===== src/rtl/shload_pkg.sv =====
package shload_pkg;
  typedef enum logic [1:0] {
    ST_IDLE = 2'd0,
    ST_REQ  = 2'd1,
    ST_WAIT = 2'd2
  } shl_state_e;
endpackage


===== src/rtl/shload_agu.sv =====
module shload_agu #(
  parameter int XLEN  = 32,
  parameter int OFS_W = 12
) (
  input  logic [XLEN-1:0]  base_i,
  input  logic [OFS_W-1:0] offs_i,
  input  logic             add_i,
  input  logic             index_i,
  output logic [XLEN-1:0]  offs_addr_o,
  output logic [XLEN-1:0]  acc_addr_o
);
  localparam int PadW = XLEN - OFS_W;

  logic [XLEN-1:0] offs_ext;

  generate
    if (PadW > 0) begin : g_pad
      assign offs_ext = {{PadW{1'b0}}, offs_i};
    end else begin : g_nopad
      assign offs_ext = offs_i[XLEN-1:0];
    end
  endgenerate

  always_comb begin
    if (add_i) offs_addr_o = base_i + offs_ext;
    else       offs_addr_o = base_i - offs_ext;
    acc_addr_o = index_i ? offs_addr_o : base_i;
  end
endmodule


===== src/rtl/shload_fsm.sv =====
module shload_fsm
  import shload_pkg::*;
(
  input  logic       clk_i,
  input  logic       rst_ni,
  input  logic       start_i,
  input  logic       cond_ok_i,
  input  logic       gnt_i,
  input  logic       rvalid_i,
  output logic       accept_o,
  output logic       take_o,
  output logic       req_o,
  output logic       busy_o
);
  shl_state_e state_q, state_d;

  assign accept_o = (state_q == ST_IDLE) && start_i && cond_ok_i;
  assign take_o   = (state_q == ST_WAIT) && rvalid_i;
  assign req_o    = (state_q == ST_REQ);
  assign busy_o   = (state_q != ST_IDLE);

  always_comb begin
    state_d = state_q;
    unique case (state_q)
      ST_IDLE: if (accept_o) state_d = ST_REQ;
      ST_REQ:  if (gnt_i)    state_d = ST_WAIT;
      ST_WAIT: if (rvalid_i) state_d = ST_IDLE;
      default:               state_d = ST_IDLE;
    endcase
  end

  always_ff @(posedge clk_i or negedge rst_ni) begin
    if (!rst_ni) state_q <= ST_IDLE;
    else         state_q <= state_d;
  end
endmodule


===== src/rtl/shload_result.sv =====
module shload_result #(
  parameter int XLEN  = 32,
  parameter int HW    = 16,
  parameter int IDX_W = 4
) (
  input  logic             clk_i,
  input  logic             rst_ni,
  input  logic             take_i,
  input  logic [HW-1:0]    rdata_i,
  input  logic             wback_i,
  input  logic [IDX_W-1:0] base_idx_i,
  input  logic [IDX_W-1:0] dst_idx_i,
  output logic             done_o,
  output logic             rd_we_o,
  output logic [XLEN-1:0]  rd_data_o,
  output logic             rb_we_o
);
  localparam int ExtW = XLEN - HW;

  logic          done_q;
  logic [HW-1:0] half_q;

  always_ff @(posedge clk_i or negedge rst_ni) begin
    if (!rst_ni) begin
      done_q <= 1'b0;
      half_q <= '0;
    end else begin
      done_q <= take_i;
      if (take_i) half_q <= rdata_i;
    end
  end

  assign rd_data_o = {{ExtW{half_q[HW-1]}}, half_q};
  assign done_o    = done_q;
  assign rd_we_o   = done_q;
  // data write wins on index collision
  assign rb_we_o   = done_q && wback_i && (base_idx_i != dst_idx_i);
endmodule


===== src/rtl/shload_unit.sv =====
module shload_unit #(
  parameter int XLEN  = 32,
  parameter int HW    = 16,
  parameter int OFS_W = 12,
  parameter int IDX_W = 4
) (
  input  logic             clk_i,
  input  logic             rst_ni,
  input  logic             start_i,
  input  logic             cond_ok_i,
  input  logic             index_i,
  input  logic             add_i,
  input  logic             wback_i,
  input  logic [IDX_W-1:0] base_idx_i,
  input  logic [IDX_W-1:0] dst_idx_i,
  input  logic [OFS_W-1:0] offs_i,
  input  logic [XLEN-1:0]  base_val_i,
  output logic             busy_o,
  output logic             mem_req_o,
  output logic [XLEN-1:0]  mem_addr_o,
  input  logic             mem_gnt_i,
  input  logic             mem_rvalid_i,
  input  logic [HW-1:0]    mem_rdata_i,
  output logic             done_o,
  output logic             rd_we_o,
  output logic [IDX_W-1:0] rd_idx_o,
  output logic [XLEN-1:0]  rd_data_o,
  output logic             rb_we_o,
  output logic [IDX_W-1:0] rb_idx_o,
  output logic [XLEN-1:0]  rb_data_o
);
  logic             accept, take;
  logic             index_q, add_q, wback_q;
  logic [IDX_W-1:0] base_idx_q, dst_idx_q;
  logic [OFS_W-1:0] offs_q;
  logic [XLEN-1:0]  base_q;
  logic [XLEN-1:0]  offs_addr, acc_addr;

  shload_fsm u_fsm (
    .clk_i    (clk_i),
    .rst_ni   (rst_ni),
    .start_i  (start_i),
    .cond_ok_i(cond_ok_i),
    .gnt_i    (mem_gnt_i),
    .rvalid_i (mem_rvalid_i),
    .accept_o (accept),
    .take_o   (take),
    .req_o    (mem_req_o),
    .busy_o   (busy_o)
  );

  always_ff @(posedge clk_i or negedge rst_ni) begin
    if (!rst_ni) begin
      index_q    <= 1'b0;
      add_q      <= 1'b0;
      wback_q    <= 1'b0;
      base_idx_q <= '0;
      dst_idx_q  <= '0;
      offs_q     <= '0;
      base_q     <= '0;
    end else if (accept) begin
      index_q    <= index_i;
      add_q      <= add_i;
      wback_q    <= wback_i;
      base_idx_q <= base_idx_i;
      dst_idx_q  <= dst_idx_i;
      offs_q     <= offs_i;
      base_q     <= base_val_i;
    end
  end

  shload_agu #(.XLEN(XLEN), .OFS_W(OFS_W)) u_agu (
    .base_i     (base_q),
    .offs_i     (offs_q),
    .add_i      (add_q),
    .index_i    (index_q),
    .offs_addr_o(offs_addr),
    .acc_addr_o (acc_addr)
  );

  assign mem_addr_o = acc_addr;

  shload_result #(.XLEN(XLEN), .HW(HW), .IDX_W(IDX_W)) u_res (
    .clk_i     (clk_i),
    .rst_ni    (rst_ni),
    .take_i    (take),
    .rdata_i   (mem_rdata_i),
    .wback_i   (wback_q),
    .base_idx_i(base_idx_q),
    .dst_idx_i (dst_idx_q),
    .done_o    (done_o),
    .rd_we_o   (rd_we_o),
    .rd_data_o (rd_data_o),
    .rb_we_o   (rb_we_o)
  );

  assign rd_idx_o  = dst_idx_q;
  assign rb_idx_o  = base_idx_q;
  assign rb_data_o = offs_addr;
endmodule


===== config.mk =====
export PLATFORM = sky130hd
export DESIGN_NAME = shload_unit
export DESIGN_NICKNAME = d
export VERILOG_FILES = /design/src/rtl/shload_pkg.sv /design/src/rtl/shload_agu.sv /design/src/rtl/shload_fsm.sv /design/src/rtl/shload_result.sv /design/src/rtl/shload_unit.sv
export SDC_FILE = /design/constraint.sdc
export NUM_CORES = 1
export LEC_CHECK = 0
export CAP_MARGIN = 10
export CORE_MARGIN = 2
export CORE_UTILIZATION = 43
export CTS_CLUSTER_DIAMETER = 40
export CTS_CLUSTER_SIZE = 8
export DETAILED_ROUTE_END_ITERATION = 12
export GPL_TIMING_DRIVEN = 0
export PLACE_DENSITY = 0.78
export SYNTH_ARGS = -nofsm -noshare
export SYNTH_HDL_FRONTEND = slang
export SYNTH_HIERARCHICAL = 1
export SYNTH_SLANG_ARGS = --single-unit

===== constraint.sdc =====
create_clock -name clk_i -period 4.2 [get_ports clk_i]
set_input_delay 0.42 -clock clk_i [delete_from_list [all_inputs] [get_ports clk_i]]
set_output_delay 0.42 -clock clk_i [all_outputs]
set_load 0.005 [all_outputs]

======== After elaboration in Yosys (flattened, before gate mapping) ========
Index checks and enable logic that the tools add are counted.
storage, ports and cells
  bits in registers ....................... 74
  bits in latches ......................... 0
  bits in writable memories ............... 0
  memory bits (read-only) ................. 0
  input port bits ......................... 77
  output and inout port bits .............. 109
  word-level logic and storage cells ...... 32
  memories ................................ 0
cells by class
  add/sub/neg operators ................... 2
  $mul .................................... 0
  div/mod/pow operators ................... 0
  $lt $le $gt $ge ......................... 0
  equal/unequal tests ..................... 6
  shifts and indexed selects .............. 0
  muxes and demuxes ....................... 6
  bitwise logic cells ..................... 0
  reductions and logical operators ........ 8
operators by type and width
  kind                count
  $mux 32             2
  $add 32x12->32      1
  $sub 32x12->32      1
  $mux 2              3
  $pmux 2 s3          1
  $logic_and 1x1->1   5
  $ne 2x2->1 const B  2
  $ne 4x4->1          1
  $reduce_and 3->1    1
  $eq 2x1->1 const B  1
  $eq 2x2->1 const B  1
  $logic_not 2->1     1
  $ne 2x1->1 const B  1
  $reduce_bool 2->1   1

======== Longest topological paths before layout ========
Gate-level depths: netlist of the first run.
  depth in word-level cells ............... 5
  gate-level depth with buffers ........... 16
  depth with buffers taken out ............ 14

======== Cells and area by module ========
Netlist of the first run, hierarchy kept.
modules (own cells, without submodules)
  module         times used  cells an instance  area an instance (um^2)  seq. area each (um^2)
  shload_agu     1           356                2518.7                   0.0
  shload_unit    1           116                2294.7                   1376.3
  shload_result  1           58                 849.6                    425.4
  shload_fsm     1           11                 125.1                    50.0

======== Worst setup path after synthesis of the first run ========
Ideal clock, no wire load.
  kind .................................... reg-to-output
  start point ............................. reg offs_q[4]
  end point ............................... out mem_addr_o[29]
  data arrival time ....................... 3.730 ns
  required time ........................... 3.780 ns
  slack ................................... 0.050 ns
  stages on the path, launching flop included .. 14
  path buffers ............................ 0
  path through ............................ dfrtp_1 > nor4_1 > nand2_1 > nor3_1 > ha_1 > mux2_2 > ha_1 > nand2_1 > o31a_1 > nor3_1 > o21ai_0 > a2111oi_1 > nor3_1 > o31ai_1
between the ends
  cells in the longest elaborated chain, start to end .. 3
  elaborated cells on any way between the ends .. 4
  those cells by class .................... add/sub (2); mux (2)
RTL lines
  item                                                     RTL line                            RTL
  from (decl)                                              shload_unit.sv:35                   logic [OFS_W-1:0] offs_q;
  from (signal assigned)                                   shload_unit.sv:67                   offs_q <= offs_i;
  $sub 32x12->32 / $add 32x12->32 (equally long branches)  shload_agu.sv:26, shload_agu.sv:25
  $mux 32 *                                                shload_agu.sv:25                    if (add_i) offs_addr_o = base_i + offs_ext;
  $mux 32 *                                                shload_agu.sv:27                    acc_addr_o = index_i ? offs_addr_o : base_i;
  to (decl)                                                shload_unit.sv:20                   output logic [XLEN-1:0] mem_addr_o,
Every way passes the cells marked *; elsewhere a longest branch is shown, timed or not.

======== Final worst setup path of the first run ========
  start point ............................. reg offs_q[0]
  end point ............................... out mem_addr_o[28]
The elaborated chain is that of the path after synthesis.

==> results.sh, run 1 <==
export IMPL_status="finished, violations left"
export IMPL_violations="setup timing"
export IMPL_ys_types=71
export IMPL_grt_pass1_wl_mm=29.4
export IMPL_via_per_inst=5.57
export IMPL_skew_ps=12.9
export IMPL_p_total_w=0.0107
export IMPL_hp_class="in2async"
export IMPL_p_clk_share_pct=7.7
export IMPL_combPwrFrac_pct=80.0
export IMPL_p_sw_w=0.00445
export IMPL_antenna_found_initial=0
export IMPL_clkSinkCount=74
export IMPL_instances_no_fill=988
export IMPL_synth_area_um2=5790
export IMPL_clk_pin_slew_ps=70
export IMPL_cp_slowest_stage_delay_ps=420
export IMPL_clock_latency_ps=360
export IMPL_ant_nets=0
export IMPL_drt_total_wl_mm=20.0
export IMPL_die_area_um2=14400
export IMPL_hpwl_mm=13.5
export IMPL_fp_dieH_um=120
export IMPL_grt_pass1_vias=5651
export IMPL_netSwitchingFraction_pct=41.6
export IMPL_drive_gt1_share_pct=46.2
export IMPL_start_kind="flip-flop"
export IMPL_max_freq_ghz=0.217
export IMPL_grt_usage_pct=26.0
export IMPL_yosysWarningCount=6
export IMPL_dp_cells=903
export IMPL_syn_num_nets=652
export IMPL_die_x_um=120
export IMPL_ys_async_sr_fraction_pct=100
export IMPL_synth_seq_cells=74
export IMPL_crit_chain="inv_1 > ha_1 > and2_1 > clkbuf_8 > buf_12 > a21oi_2 > ha_2 > nand2_1 > o21ai_2 > a221oi_4 > o21ai_4 > and3_4 > or3_4 > a31o_2 > dlygate4sd2_1"
export IMPL_drtIter0Drc=271
export IMPL_portBuffers=185
export IMPL_rsz0062_at_grt="yes"
export IMPL_ir_drop_mv=0.483
export IMPL_vias=5502
export IMPL_cp_top_family="compound AO/OA/AOI/OAI gates"
export IMPL_synth_ff_type="dfrtp_1"
export IMPL_setup_violations=26
export IMPL_leakage_nw=4.12
export IMPL_h_tree_depth=3
export IMPL_initial_core_util_pct=43.9
export IMPL_ys_seq_area_share_pct=32.0
export IMPL_internal_power_w=0.00625
export IMPL_cts_buffers=9
export IMPL_tritoncts="built"
export IMPL_period_minus_slack_ps=4610
export IMPL_antennaDiodeCount=0
export IMPL_required_ps=3780
export IMPL_firstDrtPassIters=5
export IMPL_power_density_nw_per_um2=1120
export IMPL_clock_root_buffer="clkbuf_16"
export IMPL_drcViolationCount=0
export IMPL_gp_congestion=0.933
export IMPL_cp_slowest_cell="ha_2"
export IMPL_area_growth_pct=65.1
export IMPL_clockBufferDepth=2
export IMPL_arrival_ps=4190
export IMPL_hold_viol_final=0
export IMPL_path_buf_inv=4
export IMPL_globalRouteOverflowTotal=0
export IMPL_core_area_um2=13200
export IMPL_synth_edff_count=0
export IMPL_worst_pin_slew_ps=776
export IMPL_nets=918
export IMPL_endpoint_kind="primary output"
export IMPL_syn_area_per_cell_um2=10.7
export IMPL_final_max_slew_viol_count=0
export IMPL_avgRoutedWirePerCell_um=20.3
export IMPL_setup_slack_ps=-412
export IMPL_whs_ps=501
export IMPL_critPathKind="reg2out"
export IMPL_pin_count=186
export IMPL_syn_inst=541
export IMPL_slew_headroom_pct=48.3
export IMPL_grt_start_max_net_pins=56
export IMPL_rows=42
export IMPL_critPathMaxFanout=5
export IMPL_final_util_pct=72.5
export IMPL_pwr_share_seq_pct=12.3
export IMPL_dp_slack_ps=-1290
export IMPL_cap_violations=0
export IMPL_period_share_pct=110
==> cell usage after synthesis, drive strengths merged, types with 13 or more instances <==
cell    count  area [um^2]
mux2       97         1320
dfrtp      74         1850
a21oi      38          194
nor2       35          134
ha         33          413
nand2      33          124
buf        28          283
o21ai      23          115
xnor2      20          175
xor2       20          175
clkbuf     13         50.0
nor3       13         70.1
==> path summary, 6_finish.rpt <==
kind | start | endpoint | slack (ps) | cells after the start
max | offs_q[0] | mem_addr_o[28] | -410 | 15
min | rst_ni | base_q[20] | 500 | 2
max reg2reg | u_fsm/state_q[1] | base_q[17] | 2520 | 5
min reg2reg | index_q | index_q | 510 | 1
max in group asynchronous | rst_ni | offs_q[0] | 3100 | 3
min in group clk_i | index_q | index_q | 510 | 1
==> final cells by class <==
class / instances / area [um^2]
multi-input combinational: 417 / 4400
fill: 896 / 3630
timing repair buffer: 262 / 2410
sequential: 74 / 1860
buffer: 34 / 324
clock buffer: 10 / 239
tap: 176 / 220
clock inverter: 6 / 73.8
inverter: 9 / 33.8
==> per-stage QoR <==
step / TNS [ps] / instance area [um^2]
2_1_floorplan: 0 / 5790
3_3_place_gp: -29340 / 7860
3_5_place_dp: -33610 / 7890
4_1_cts: -3000 / 8990
5_1_grt: -8270 / 9560
6_report: -4650 / 9560
==> flip-flops by register name, summed over array words and instances, names as in the netlist <==
signal	cells
add_q	1
u_res/done_o	1
index_q	1
u_fsm/state_q	2
base_q	32
rb_idx_o	4
wback_q	1
offs_q	12
u_res/half_q	16
rd_idx_o	4
==> power groups by stage <==
stage	registers [W]	clock network, W	logic, W
3_3_place_gp	0.00129	0	0.00641
4_1_cts	0.00131	0.000840	0.00739
2_1_floorplan	0.00122	0	0.00342
3_5_place_dp	0.00130	0	0.00649
6_report	0.00131	0.000827	0.00857
5_1_grt	0.00135	0.000868	0.00908
==> cells by family (layout without fill, tap and decap cells) <==
kind of cell	Yosys count	count (layout)	share of synthesized area (%)
AND/OR/NAND/NOR	121	121	10.5
adder cells (fa/ha/maj)	34	34	7.48
AO/OA/AOI/OAI	124	124	14.7
flip-flops	74	74	32.0
XOR/XNOR	40	40	6.05
buffers and inverters	50	321	6.33
multiplexers	98	98	22.9
==> routing by layer <==
layer	vias up	wire length [um]	GRT usage [%]
met5	-	0	0
met4	0	786	8.82
met3	60	1710	7.94
met2	272	9910	45.4
met1	2675	7630	30.1
li1	2495	-	-
==> cell usage in the layout (no fill, tap or decap), types with 8 or more instances in the layout <==
| master | instances |
|---|---|
| clkbuf_2 | 12 |
| buf_2 | 14 |
| a21oi_2 | 10 |
| mux2_4 | 72 |
| mux2_2 | 25 |
| a21o_1 | 8 |
| nand2_1 | 29 |
| clkdlybuf4s50_1 | 144 |
| ha_2 | 9 |
| ha_1 | 18 |
| xnor2_2 | 8 |
| nand4_1 | 9 |
| dfrtp_1 | 67 |
| xor2_1 | 13 |
| inv_1 | 9 |
| buf_4 | 79 |
| buf_12 | 8 |
| a21oi_1 | 21 |
| clkbuf_16 | 9 |
| buf_6 | 20 |
| nor2_1 | 29 |
| xnor2_1 | 11 |
==> what timing repair did <==
item	4_1_cts	5_1_grt
gates resized for setup	213	104
endpoints found under the hold margin	19	0
hold buffers	1	0
pin swaps	54	37
endpoints found under the setup margin	49	43
buffers inserted	55	25
(Power assumes the default switching activity.)
==> inputs of run 2 (changes only) <==
--- a/config.mk
+++ b/config.mk
@@ -5,13 +5,14 @@
 export SDC_FILE = /design/constraint.sdc
 export NUM_CORES = 1
 export LEC_CHECK = 0
-export CAP_MARGIN = 10
+export CAP_MARGIN = 20
 export CORE_MARGIN = 2
 export CORE_UTILIZATION = 43
 export CTS_CLUSTER_DIAMETER = 40
 export CTS_CLUSTER_SIZE = 8
 export DETAILED_ROUTE_END_ITERATION = 12
 export GPL_TIMING_DRIVEN = 0
+export HOLD_SLACK_MARGIN = 0.15
 export PLACE_DENSITY = 0.78
 export SYNTH_ARGS = -nofsm -noshare
 export SYNTH_HDL_FRONTEND = slang
==> results of run 2 <==
Final layout, timing and power as in run 1 (identical DEF).
==> inputs of run 3 (changes only) <==
--- a/config.mk
+++ b/config.mk
@@ -9,7 +9,6 @@
 export CORE_MARGIN = 2
 export CORE_UTILIZATION = 43
 export CTS_CLUSTER_DIAMETER = 40
-export CTS_CLUSTER_SIZE = 8
 export DETAILED_ROUTE_END_ITERATION = 12
 export GPL_TIMING_DRIVEN = 0
 export HOLD_SLACK_MARGIN = 0.15
==> results of run 3 <==
Final layout, timing and power as in run 1 (identical DEF).
